<file path="src/rtl/bist_pkg.sv">
package bist_pkg;
  typedef enum logic [2:0] {
    ST_IDLE  = 3'd0,
    ST_LOAD  = 3'd1,
    ST_CAPT  = 3'd2,
    ST_FLUSH = 3'd3,
    ST_DONE  = 3'd4
  } bist_state_e;
endpackage

</file>
<file path="src/rtl/bist_pattern_gen.sv">
module bist_pattern_gen #(
  parameter int                NUM_CHAINS = 25,
  parameter int                LFSR_W     = 32,
  parameter logic [LFSR_W-1:0] LFSR_POLY  = 32'h8020_0003,
  parameter logic [LFSR_W-1:0] LFSR_SEED  = 32'h1D87_2B41
) (
  input  logic                  clk,
  input  logic                  rst_n,
  input  logic                  seed_load,
  input  logic                  advance,
  output logic [NUM_CHAINS-1:0] spread_out
);
  logic [LFSR_W-1:0] gen_q;

  function automatic logic [LFSR_W-1:0] gen_step(input logic [LFSR_W-1:0] s);
    return {s[LFSR_W-2:0], ^(s & LFSR_POLY)};
  endfunction

  always_ff @(posedge clk or negedge rst_n) begin
    if (!rst_n)         gen_q <= LFSR_SEED;
    else if (seed_load) gen_q <= LFSR_SEED;
    else if (advance)   gen_q <= gen_step(gen_q);
  end

  // XOR spreading network: two distinct taps per chain
  for (genvar c = 0; c < NUM_CHAINS; c++) begin : g_spread
    localparam int TAP_A = c % LFSR_W;
    localparam int TAP_B = (5 * c + 3) % LFSR_W;
    assign spread_out[c] = gen_q[TAP_A] ^ gen_q[TAP_B];
  end
endmodule

</file>
<file path="src/rtl/bist_misr.sv">
module bist_misr #(
  parameter int                    WIDTH     = 25,
  parameter logic [WIDTH-1:0]      POLY      = WIDTH'(9),
  parameter logic [WIDTH-1:0]      INIT      = '1
) (
  input  logic             clk,
  input  logic             rst_n,
  input  logic             seed_load,
  input  logic             compact,
  input  logic [WIDTH-1:0] data_in,
  output logic [WIDTH-1:0] sig
);
  function automatic logic [WIDTH-1:0] fold(input logic [WIDTH-1:0] s,
                                            input logic [WIDTH-1:0] d);
    return {s[WIDTH-2:0], 1'b0} ^ (s[WIDTH-1] ? POLY : '0) ^ d;
  endfunction

  always_ff @(posedge clk or negedge rst_n) begin
    if (!rst_n)         sig <= '0;
    else if (seed_load) sig <= INIT;
    else if (compact)   sig <= fold(sig, data_in);
  end
endmodule

</file>
<file path="src/rtl/bist_sequencer.sv">
module bist_sequencer
  import bist_pkg::*;
#(
  parameter int CHAIN_LEN = 200,
  parameter int PAT_W     = 16
) (
  input  logic             clk,
  input  logic             rst_n,
  input  logic             start,
  input  logic [PAT_W-1:0] pat_total,
  output logic             scan_en,
  output logic             capture_en,
  output logic             done,
  output logic             seed_load,
  output logic             gen_advance,
  output logic             compact_en,
  output logic             flush_active,
  output logic             busy,
  output logic [PAT_W-1:0] total_latched
);
  localparam int CNT_W = $clog2(CHAIN_LEN + 1);
  localparam logic [CNT_W-1:0] LAST_SHIFT = CNT_W'(CHAIN_LEN - 1);

  bist_state_e       state_q;
  logic [CNT_W-1:0]  shift_q;
  logic [PAT_W-1:0]  pat_q;
  logic [PAT_W-1:0]  pat_next;
  logic              have_resp_q;
  logic              shift_last;

  assign shift_last = (shift_q == LAST_SHIFT);
  assign pat_next   = pat_q + 1'b1;
  assign busy       = (state_q == ST_LOAD) || (state_q == ST_CAPT) || (state_q == ST_FLUSH);
  assign seed_load  = start && !busy;

  always_ff @(posedge clk or negedge rst_n) begin
    if (!rst_n) begin
      state_q       <= ST_IDLE;
      shift_q       <= '0;
      pat_q         <= '0;
      have_resp_q   <= 1'b0;
      total_latched <= '0;
    end else if (seed_load) begin
      total_latched <= pat_total;
      shift_q       <= '0;
      pat_q         <= '0;
      have_resp_q   <= 1'b0;
      state_q       <= (pat_total == '0) ? ST_DONE : ST_LOAD;
    end else begin
      unique case (state_q)
        ST_LOAD: begin
          shift_q <= shift_last ? '0 : shift_q + 1'b1;
          if (shift_last) state_q <= ST_CAPT;
        end
        ST_CAPT: begin
          pat_q       <= pat_next;
          have_resp_q <= 1'b1;
          state_q     <= (pat_next == total_latched) ? ST_FLUSH : ST_LOAD;
        end
        ST_FLUSH: begin
          shift_q <= shift_last ? '0 : shift_q + 1'b1;
          if (shift_last) state_q <= ST_DONE;
        end
        default: ;
      endcase
    end
  end

  assign scan_en      = (state_q == ST_LOAD) || (state_q == ST_FLUSH);
  assign capture_en   = (state_q == ST_CAPT);
  assign done         = (state_q == ST_DONE);
  assign flush_active = (state_q == ST_FLUSH);
  assign gen_advance  = (state_q == ST_LOAD);
  assign compact_en   = ((state_q == ST_LOAD) && have_resp_q) || flush_active;
endmodule

</file>
<file path="src/rtl/scan_bist_ctrl.sv">
module scan_bist_ctrl #(
  parameter int                    NUM_CHAINS = 25,
  parameter int                    CHAIN_LEN  = 200,
  parameter int                    PAT_W      = 16,
  parameter int                    LFSR_W     = 32,
  parameter logic [LFSR_W-1:0]     LFSR_POLY  = 32'h8020_0003,
  parameter logic [LFSR_W-1:0]     LFSR_SEED  = 32'h1D87_2B41,
  parameter logic [NUM_CHAINS-1:0] MISR_POLY  = NUM_CHAINS'(9),
  parameter logic [NUM_CHAINS-1:0] MISR_INIT  = '1
) (
  input  logic                  clk,
  input  logic                  rst_n,
  input  logic                  start,
  input  logic [PAT_W-1:0]      pat_total,
  output logic                  scan_en,
  output logic                  capture_en,
  output logic [NUM_CHAINS-1:0] chain_si,
  input  logic [NUM_CHAINS-1:0] chain_so,
  output logic                  done,
  output logic [NUM_CHAINS-1:0] signature
);
  logic                  seed_load;
  logic                  gen_advance;
  logic                  compact_en;
  logic                  flush_active;
  logic                  busy;
  logic [PAT_W-1:0]      total_latched;
  logic [NUM_CHAINS-1:0] spread_vec;

  bist_sequencer #(.CHAIN_LEN(CHAIN_LEN), .PAT_W(PAT_W)) u_seq (
    .clk(clk), .rst_n(rst_n), .start(start), .pat_total(pat_total),
    .scan_en(scan_en), .capture_en(capture_en), .done(done),
    .seed_load(seed_load), .gen_advance(gen_advance), .compact_en(compact_en),
    .flush_active(flush_active), .busy(busy), .total_latched(total_latched)
  );

  bist_pattern_gen #(
    .NUM_CHAINS(NUM_CHAINS), .LFSR_W(LFSR_W),
    .LFSR_POLY(LFSR_POLY), .LFSR_SEED(LFSR_SEED)
  ) u_gen (
    .clk(clk), .rst_n(rst_n), .seed_load(seed_load),
    .advance(gen_advance), .spread_out(spread_vec)
  );

  // unload-only pass shifts zeros in
  assign chain_si = flush_active ? '0 : spread_vec;

  bist_misr #(.WIDTH(NUM_CHAINS), .POLY(MISR_POLY), .INIT(MISR_INIT)) u_misr (
    .clk(clk), .rst_n(rst_n), .seed_load(seed_load), .compact(compact_en),
    .data_in(chain_so), .sig(signature)
  );
endmodule

</file>
<file path="config.mk">
export PLATFORM = sky130hd
export DESIGN_NAME = scan_bist_ctrl
export DESIGN_NICKNAME = d
export VERILOG_FILES = /design/src/rtl/bist_pkg.sv /design/src/rtl/bist_pattern_gen.sv /design/src/rtl/bist_misr.sv /design/src/rtl/bist_sequencer.sv /design/src/rtl/scan_bist_ctrl.sv
export SDC_FILE = /design/constraint.sdc
export NUM_CORES = 1
export LEC_CHECK = 0
export BUFFER_PORTS_ARGS = -buffer_cell sky130_fd_sc_hd__buf_4
export CORE_MARGIN = 2
export CORE_UTILIZATION = 23
export DETAILED_ROUTE_END_ITERATION = 10
export GPL_TIMING_DRIVEN = 0
export PLACE_DENSITY = 0.44
export SLEW_MARGIN = 30
export SYNTH_ARGS = -nofsm -noshare
export SYNTH_HDL_FRONTEND = slang
export SYNTH_SLANG_ARGS = --single-unit
</file>
<file path="constraint.sdc">
create_clock -name clk -period 3.67 [get_ports clk]
set_input_delay 0.734 -clock clk [delete_from_list [all_inputs] [get_ports clk]]
set_output_delay 0.734 -clock clk [all_outputs]
set_load 0.05 [all_outputs]
</file>
==> run summary, run 1 <==
==================================================================================
Count of synthesis-stage warnings from yosys ........................            0
Pin count of the biggest net entering global routing ................           63
Num rows ............................................................           55
Share of final-layout standard cells stronger than drive strength 1 .       0.1958
Post-Layout Inst Area ...............................................    6733 um^2
Buf/Inv on CP .......................................................            4
Average wire per cell in the routed design ..........................     15.11 um
Instance area at placement ..........................................    6415 um^2
Clock Tree Root .....................................................    clkbuf_16
Run status .......................................................... finished, final reports clean
Achievable Freq .....................................................   0.3116 GHz
Horizontal die dimension ............................................     155.8 um
Placeable core region ...............................................   22640 um^2
Hold-fix buffers at CTS .............................................            0
Series of cell instances along the critical path .................... nand2b_1 > inv_2 > and2_1 > clkbuf_1 > clkbuf_1 > nor2_1 > buf_4
Critical path fanouts, max ..........................................           10
Maximum root-to-sink buffer count ...................................            2
Number of buffer cells added on primary ports .......................           96
Most used standard cell by instance count after synthesis ...........      nand2_1
DRT Wirelength ......................................................     15190 um
Number of antenna violations at the first check in global routing ...            0
Max Clock Skew ......................................................  0.007063 ns
Io pins .............................................................           97
First-iteration detailed-routing DRC count ..........................          208
Post-CTS Setup Inserts ..............................................            0
Largest incremental delay on the critical path ......................      0.47 ns
Top cell type by total area after synthesis .........................      dfrtp_1
Mean number of vias per cell ........................................        4.538
CTS HTree Levels ....................................................            3
First-pass GRT wire length ..........................................     25410 um
Worst Max-Slew Pin Slew .............................................    0.6879 ns
TritonCTS clock tree ................................................         done
DRC errors left .....................................................            0
Most used flip-flop cell after synthesis ............................      dfrtp_1
Flop-to-flop setup slack ............................................      1.44 ns
Final Wtd Congestion ................................................       0.7367
Max Transition Viols Final ..........................................            0
Share of the yosys chip area belonging to registers .................       0.4799
Synth top area share ................................................       0.4106
Synth Area per Inst .................................................   8.736 um^2
Mapped cell area ....................................................    5303 um^2
Final period demand of the worst path ...............................     3.210 ns
Unrepaired setup endpoints after global routing .....................        false
Nets in the synthesized netlist .....................................          653
Detailed-router iteration count before antenna repair ...............            4
Cell depth of the worst flop-to-flop path ...........................            8
Total count of hold-check failures in the final report ..............            0
Setup violations, final .............................................            0
Leading post-synthesis cells by cell area ........................... dfrtp_1 41%, xnor2_1 11%, nand2_1 11%, dfstp_2 6.9%, o211ai_1 3.7%
Clock buffer count from CTS .........................................            9
Worst Setup End Kind ................................................  output port
Count of antenna diodes in the layout ...............................            0
Clock network latency to the later pin of the worst-skew pair .......      0.35 ns
Count of cell types in the netlist ..................................           47
Crit share post-route ...............................................       0.8745
HPWL reported at the end of detailed placement ......................     11010 um
Required arrival time at the worst endpoint .........................      2.94 ns
FF+latch count, synth ...............................................          101
CTS Sinks ...........................................................          101
Max capacitance violation total .....................................            0
Crit path arrival time ..............................................      2.48 ns
Overflow after GRT ..................................................            0
Gate family responsible for the most delay along the worst path ..... buffers and inverters
Kind of start point of the critical path ............................         flop
Clock Pin Slew Worst Setup and Hold Paths ...........................      0.07 ns
Setup total negative slack ..........................................         0 ns
Tightest Hold Check Type ............................................     in2async
Worst reg2reg endpoint .............................................. u_seq.state_q[1]$_DFFE_PN0P_
Total Nets Final ....................................................          761
Crit path max-delay cell type .......................................     clkbuf_1
Total of cells resized after clock tree synthesis ...................            0
Number of enable-type register cells in the synthesized netlist .....            0
Syn Inst Count ......................................................          607
Critical setup path kind ............................................      reg2out
Synth-to-Final Area Change ..........................................       26.97%
Most common cell type on the critical path ..........................     clkbuf_1
Number of global-route vias before repair ...........................         4542
Remaining number of nets flagged by the antenna check after routing .            0
Chip height .........................................................     155.8 um
Most numerous cell types in the synthesized netlist ................. 151 x nand2_1, 87 x dfrtp_1, 66 x xnor2_1
Starting density of the core ........................................       0.2342
Total die area ......................................................   24280 um^2
Asr flop ratio synth ................................................        1.000
Origin of the critical flop-to-flop path ............................ u_seq.pat_q[0]$_DFFE_PN0P_
Worst rel slew slack ................................................       0.5383
Routed via count ....................................................         4561
Aggregate global-route resource usage ...............................       0.1321
==================================================================================
## cells by family (layout without fill, tap and decap cells)
family,after synthesis,in the layout,share of synthesized area
simple gates,274,274,0.2272
compound gates,108,108,0.1234
flops,101,101,0.4799
xor+xnor,77,77,0.1272
buf+inv,43,156,0.03374
fa+ha+maj,3,3,0.006606
mux,1,1,0.001888
## placed cells by master, fill, tap and decap left out, types with 2 or more instances in the layout
cell	Yosys	final
buf_4	0	95
and3_1	5	5
xnor2_1	66	66
o21ai_0	33	33
o211ai_1	26	26
inv_1	3	3
bufinv_16	0	2
a21oi_1	25	25
nor3_1	5	5
a32o_1	2	2
a31oi_1	5	5
and4_1	2	2
o31ai_1	3	3
xor2_1	11	11
clkbuf_1	27	29
and2_1	3	3
o21ai_1	6	6
dfstp_2	14	14
buf_1	2	2
ha_1	2	2
buf_2	8	8
nand4_1	9	9
nand2_1	151	151
nand2b_1	3	3
inv_2	2	2
nor2_1	51	51
or4_1	2	2
nor4_1	8	8
dfrtp_1	87	87
nand3_1	27	27
clkbuf_16	0	9
## registers in the layout, indices dropped and copies added (netlist names)
signal,flops
u_misr.sig,25
u_gen.gen_q,32
u_seq.shift_q,8
u_seq.state_q,3
u_seq.pat_q,16
u_seq.have_resp_q,1
u_seq.total_latched,16
## cell type report
type | instances | area, um^2
Buffer | 38 | 160.2
Clock buffer | 11 | 232.7
Clock inverter | 5 | 85.08
Fill cell | 2402 | 15910
Inverter | 5 | 18.77
Multi-Input combinational cell | 463 | 2579
Sequential cell | 101 | 2545
Tap cell | 285 | 356.6
Timing Repair Buffer | 97 | 755.7
## worst reg2reg max path, delay by kind of cell, from the launching register on
family	cells	cell delay, ns
fa+ha+maj	1	0.31
flops	1	0.44
simple gates	4	0.98
buf+inv	1	0.14
compound gates	2	0.29
## routing by layer
layer	track usage	vias to the layer above	wire length (um)
met5	0	-	0
met4	0.03757	0	157
met3	0.02667	8	565
met2	0.1997	84	6870
met1	0.1908	2209	7596
li1	-	2260	-
## how the worst max path moves through the flow
stage / from / endpoint / slack, ns / cells after the start
final: u_seq.state_q[2]$_DFFE_PN0P_ / chain_si[18] / 0.46 / 7
after global routing: u_seq.state_q[2]$_DFFE_PN0P_ / chain_si[16] / 0.22 / 7
after CTS: u_seq.state_q[2]$_DFFE_PN0P_ / chain_si[18] / 0.39 / 7
after detailed placement: u_seq.state_q[2]$_DFFE_PN0P_ / chain_si[18] / 0.78 / 7
after global placement: u_seq.state_q[2]$_DFFE_PN0P_ / chain_si[17] / 0.77 / 7
after floorplan: u_seq.state_q[0]$_DFFE_PN0P_ / chain_si[10] / 0.94 / 7
## metrics by stage
stage                     setup WS, ns  utilization  cells  hold WS (ns)
after floorplan                 0.9350            -    607        0.4384
final                           0.4604       0.2974   1005        0.2710
after global routing            0.2190       0.2974   1005        0.2873
after CTS                       0.3937       0.2974   1005        0.2740
after global placement          0.7743       0.2818    988        0.4814
after detailed placement        0.7796       0.2833    989        0.4853
Power of run 1 is left out: the tool's default activity adds up to more than one toggle a clock period on the data nets, which glitch-free logic cannot reach.
==> run 2, diff against run 1 <==
REMOVE_ABC_BUFFERS = 1   (was unset)
==> run summary, run 2 (synthesized netlist as in run 1, its figures left out) <==
==================================================================================
Worst rel slew slack ................................................       0.4332   -0.1051
Top Registers ....................................................... u_gen.gen_q: 32 flops, u_misr.sig: 25 flops
Count of placed standard cells including taps .......................          955   -3.4%
Critical path fanouts, max ..........................................           22   +12
Final period demand of the worst path ...............................     3.047 ns   -0.1624 ns
Maximum root-to-sink buffer count ...................................            2   unchanged
Horizontal die dimension ............................................     155.8 um   unchanged
Number of cells in the finished layout apart from fillers ...........          971   -3.4%
Overflow after GRT ..................................................            0   unchanged
First-pass GRT wire length ..........................................     23730 um   -6.6%
Critical setup path kind ............................................      reg2out
Worst Setup End Kind ................................................  output port
Number of buffer cells added on primary ports .......................           96   unchanged
DRC errors left .....................................................            0   unchanged
Mean number of vias per cell ........................................        4.506   -0.72%
TritonCTS clock tree ................................................         done
CTS HTree Levels ....................................................            3   unchanged
Run status .......................................................... finished, final reports clean
Setup violations, final .............................................            0   unchanged
Crit share post-route ...............................................       0.8303   -0.04426
Routed via count ....................................................         4375   -4.1%
Clock Tree Root .....................................................    clkbuf_16
Achievable Freq .....................................................   0.3282 GHz   +5.3%
Max Clock Skew ......................................................   0.01486 ns   +0.007798 ns
Chip height .........................................................     155.8 um   unchanged
DRT Wirelength ......................................................     14470 um   -4.8%
Tightest Hold Check Type ............................................     in2async
Fillers .............................................................         2384   -0.75%
Max Transition Viols Final ..........................................            0   unchanged
Max capacitance violation total .....................................            0   unchanged
HPWL reported at the end of detailed placement ......................      9701 um   -12%
Post-CTS Setup Inserts ..............................................            0   unchanged
CTS Sinks ...........................................................          101   unchanged
Worst Max-Slew Pin Slew .............................................    0.8502 ns   +0.1623 ns
Io pins .............................................................           97   unchanged
Clock network latency to the later pin of the worst-skew pair .......      0.37 ns   +0.02 ns
Total die area ......................................................   24280 um^2   unchanged
Number of flip-flops in the largest register ........................           32   unchanged
Clock buffer count from CTS .........................................            9   unchanged
Required arrival time at the worst endpoint .........................      2.94 ns   about the same
Total Nets Final ....................................................          727   -4.5%
Remaining number of nets flagged by the antenna check after routing .            0   unchanged
Share of final-layout standard cells stronger than drive strength 1 .       0.2128   +0.01699
Number of global-route vias before repair ...........................         4306   -5.2%
Total of cells resized after clock tree synthesis ...................            0   unchanged
Leading cell type in the layout, fill and taps excluded .............      nand2_1
Total count of hold-check failures in the final report ..............            0   unchanged
Kind of start point of the critical path ............................         flop
First-iteration detailed-routing DRC count ..........................          244   +17%
Average wire per cell in the routed design ..........................     14.90 um   -1.4%
Num rows ............................................................           55   unchanged
Placeable core region ...............................................   22640 um^2   unchanged
Final Wtd Congestion ................................................       0.7563   +2.7%
Most flops, register ................................................  u_gen.gen_q
Synth-to-Final Area Change ..........................................       26.38%
Number of antenna violations at the first check in global routing ...            0   unchanged
Unrepaired setup endpoints after global routing .....................        false
Count of antenna diodes in the layout ...............................            0   unchanged
Aggregate global-route resource usage ...............................       0.1235   -0.008528
Highest-count cells in the layout ignoring fill and taps ............ 151 x nand2_1, 95 x buf_4, 87 x dfrtp_1, 66 x xnor2_1, 48 x nor2_1
Pin count of the biggest net entering global routing ................          102   +62%
Starting density of the core ........................................       0.2342   unchanged
Hold-fix buffers at CTS .............................................            0   unchanged
Clock Pin Slew Worst Setup and Hold Paths ...........................      0.07 ns   about the same
Crit path arrival time ..............................................      2.31 ns   -0.17 ns
Detailed-router iteration count before antenna repair ...............            4   unchanged
==================================================================================
==> run 2: cell count changes in the layout (fill, tap and decap cells not counted), sizes merged <==
| cell | delta |
|---|---|
| buf | -7 |
| bufinv | -2 |
| clkbuf | -29 |
| clkinv | +1 |
| clkinvlp | +1 |
| inv | +2 |
==> run 2: final timing paths <==
kind,startpoint,endpoint,slack [ns],cells past startpoint
worst min register to register,u_gen.gen_q[25]$_DFFE_PN0P_,u_gen.gen_q[26]$_DFFE_PN1P_,0.49,2
worst min-delay path,rst_n,u_seq.pat_q[9]$_DFFE_PN0P_,0.36,1
min in group clk,u_gen.gen_q[25]$_DFFE_PN0P_,u_gen.gen_q[26]$_DFFE_PN1P_,0.49,2
worst max-delay path,u_seq.state_q[1]$_DFFE_PN0P_,capture_en,0.62,4
max in group asynchronous,rst_n,u_gen.gen_q[21]$_DFFE_PN0P_,2.65,1
worst max register to register,u_seq.state_q[1]$_DFFE_PN0P_,u_seq.pat_q[5]$_DFFE_PN0P_,1.08,6
==> run 2: cell type report <==
type                            instances  area (um^2)  share of cell area
Multi-Input combinational cell        463         2624              0.3915
Sequential cell                       101         2545              0.3798
Timing Repair Buffer                  101        853.3              0.1273
Tap cell                              285        356.6             0.05321
Clock buffer                            9        225.2             0.03361
Clock inverter                          7        78.83             0.01176
Inverter                                5        18.77            0.002801
==> run 2: metal layers <==
layer  global-route usage  vias to the layer above  share of wire
li1                     -                     2200              -
met1               0.1728                     2092           0.49
met2               0.1930                       73           0.46
met3              0.02806                       10          0.037
met4              0.03145                        0          0.010
met5                    0                        -              0
==> run 2: through the flow <==
step                hold WS [ns]  setup TNS [ns]  cell area [um^2]  setup slack, ns    util
floorplan                 0.4384               0              5142           0.2755       -
global placement          0.4790          -95.18              6220           -2.056  0.2747
detailed placement        0.4806               0              6396           0.7313  0.2825
CTS                       0.4706               0              6700           0.3222  0.2959
global route              0.4632               0              6701           0.3681  0.2960
finish                    0.3556               0              6701           0.6228  0.2960
==> run 2: worst max-delay path, stage by stage (launching register included) <==
cell     delay, ns
dfrtp_1       0.54
nand2_1       0.17
or2_1         0.66
inv_2         0.29
buf_4         0.28
Power of run 2 is left out for the same reason.
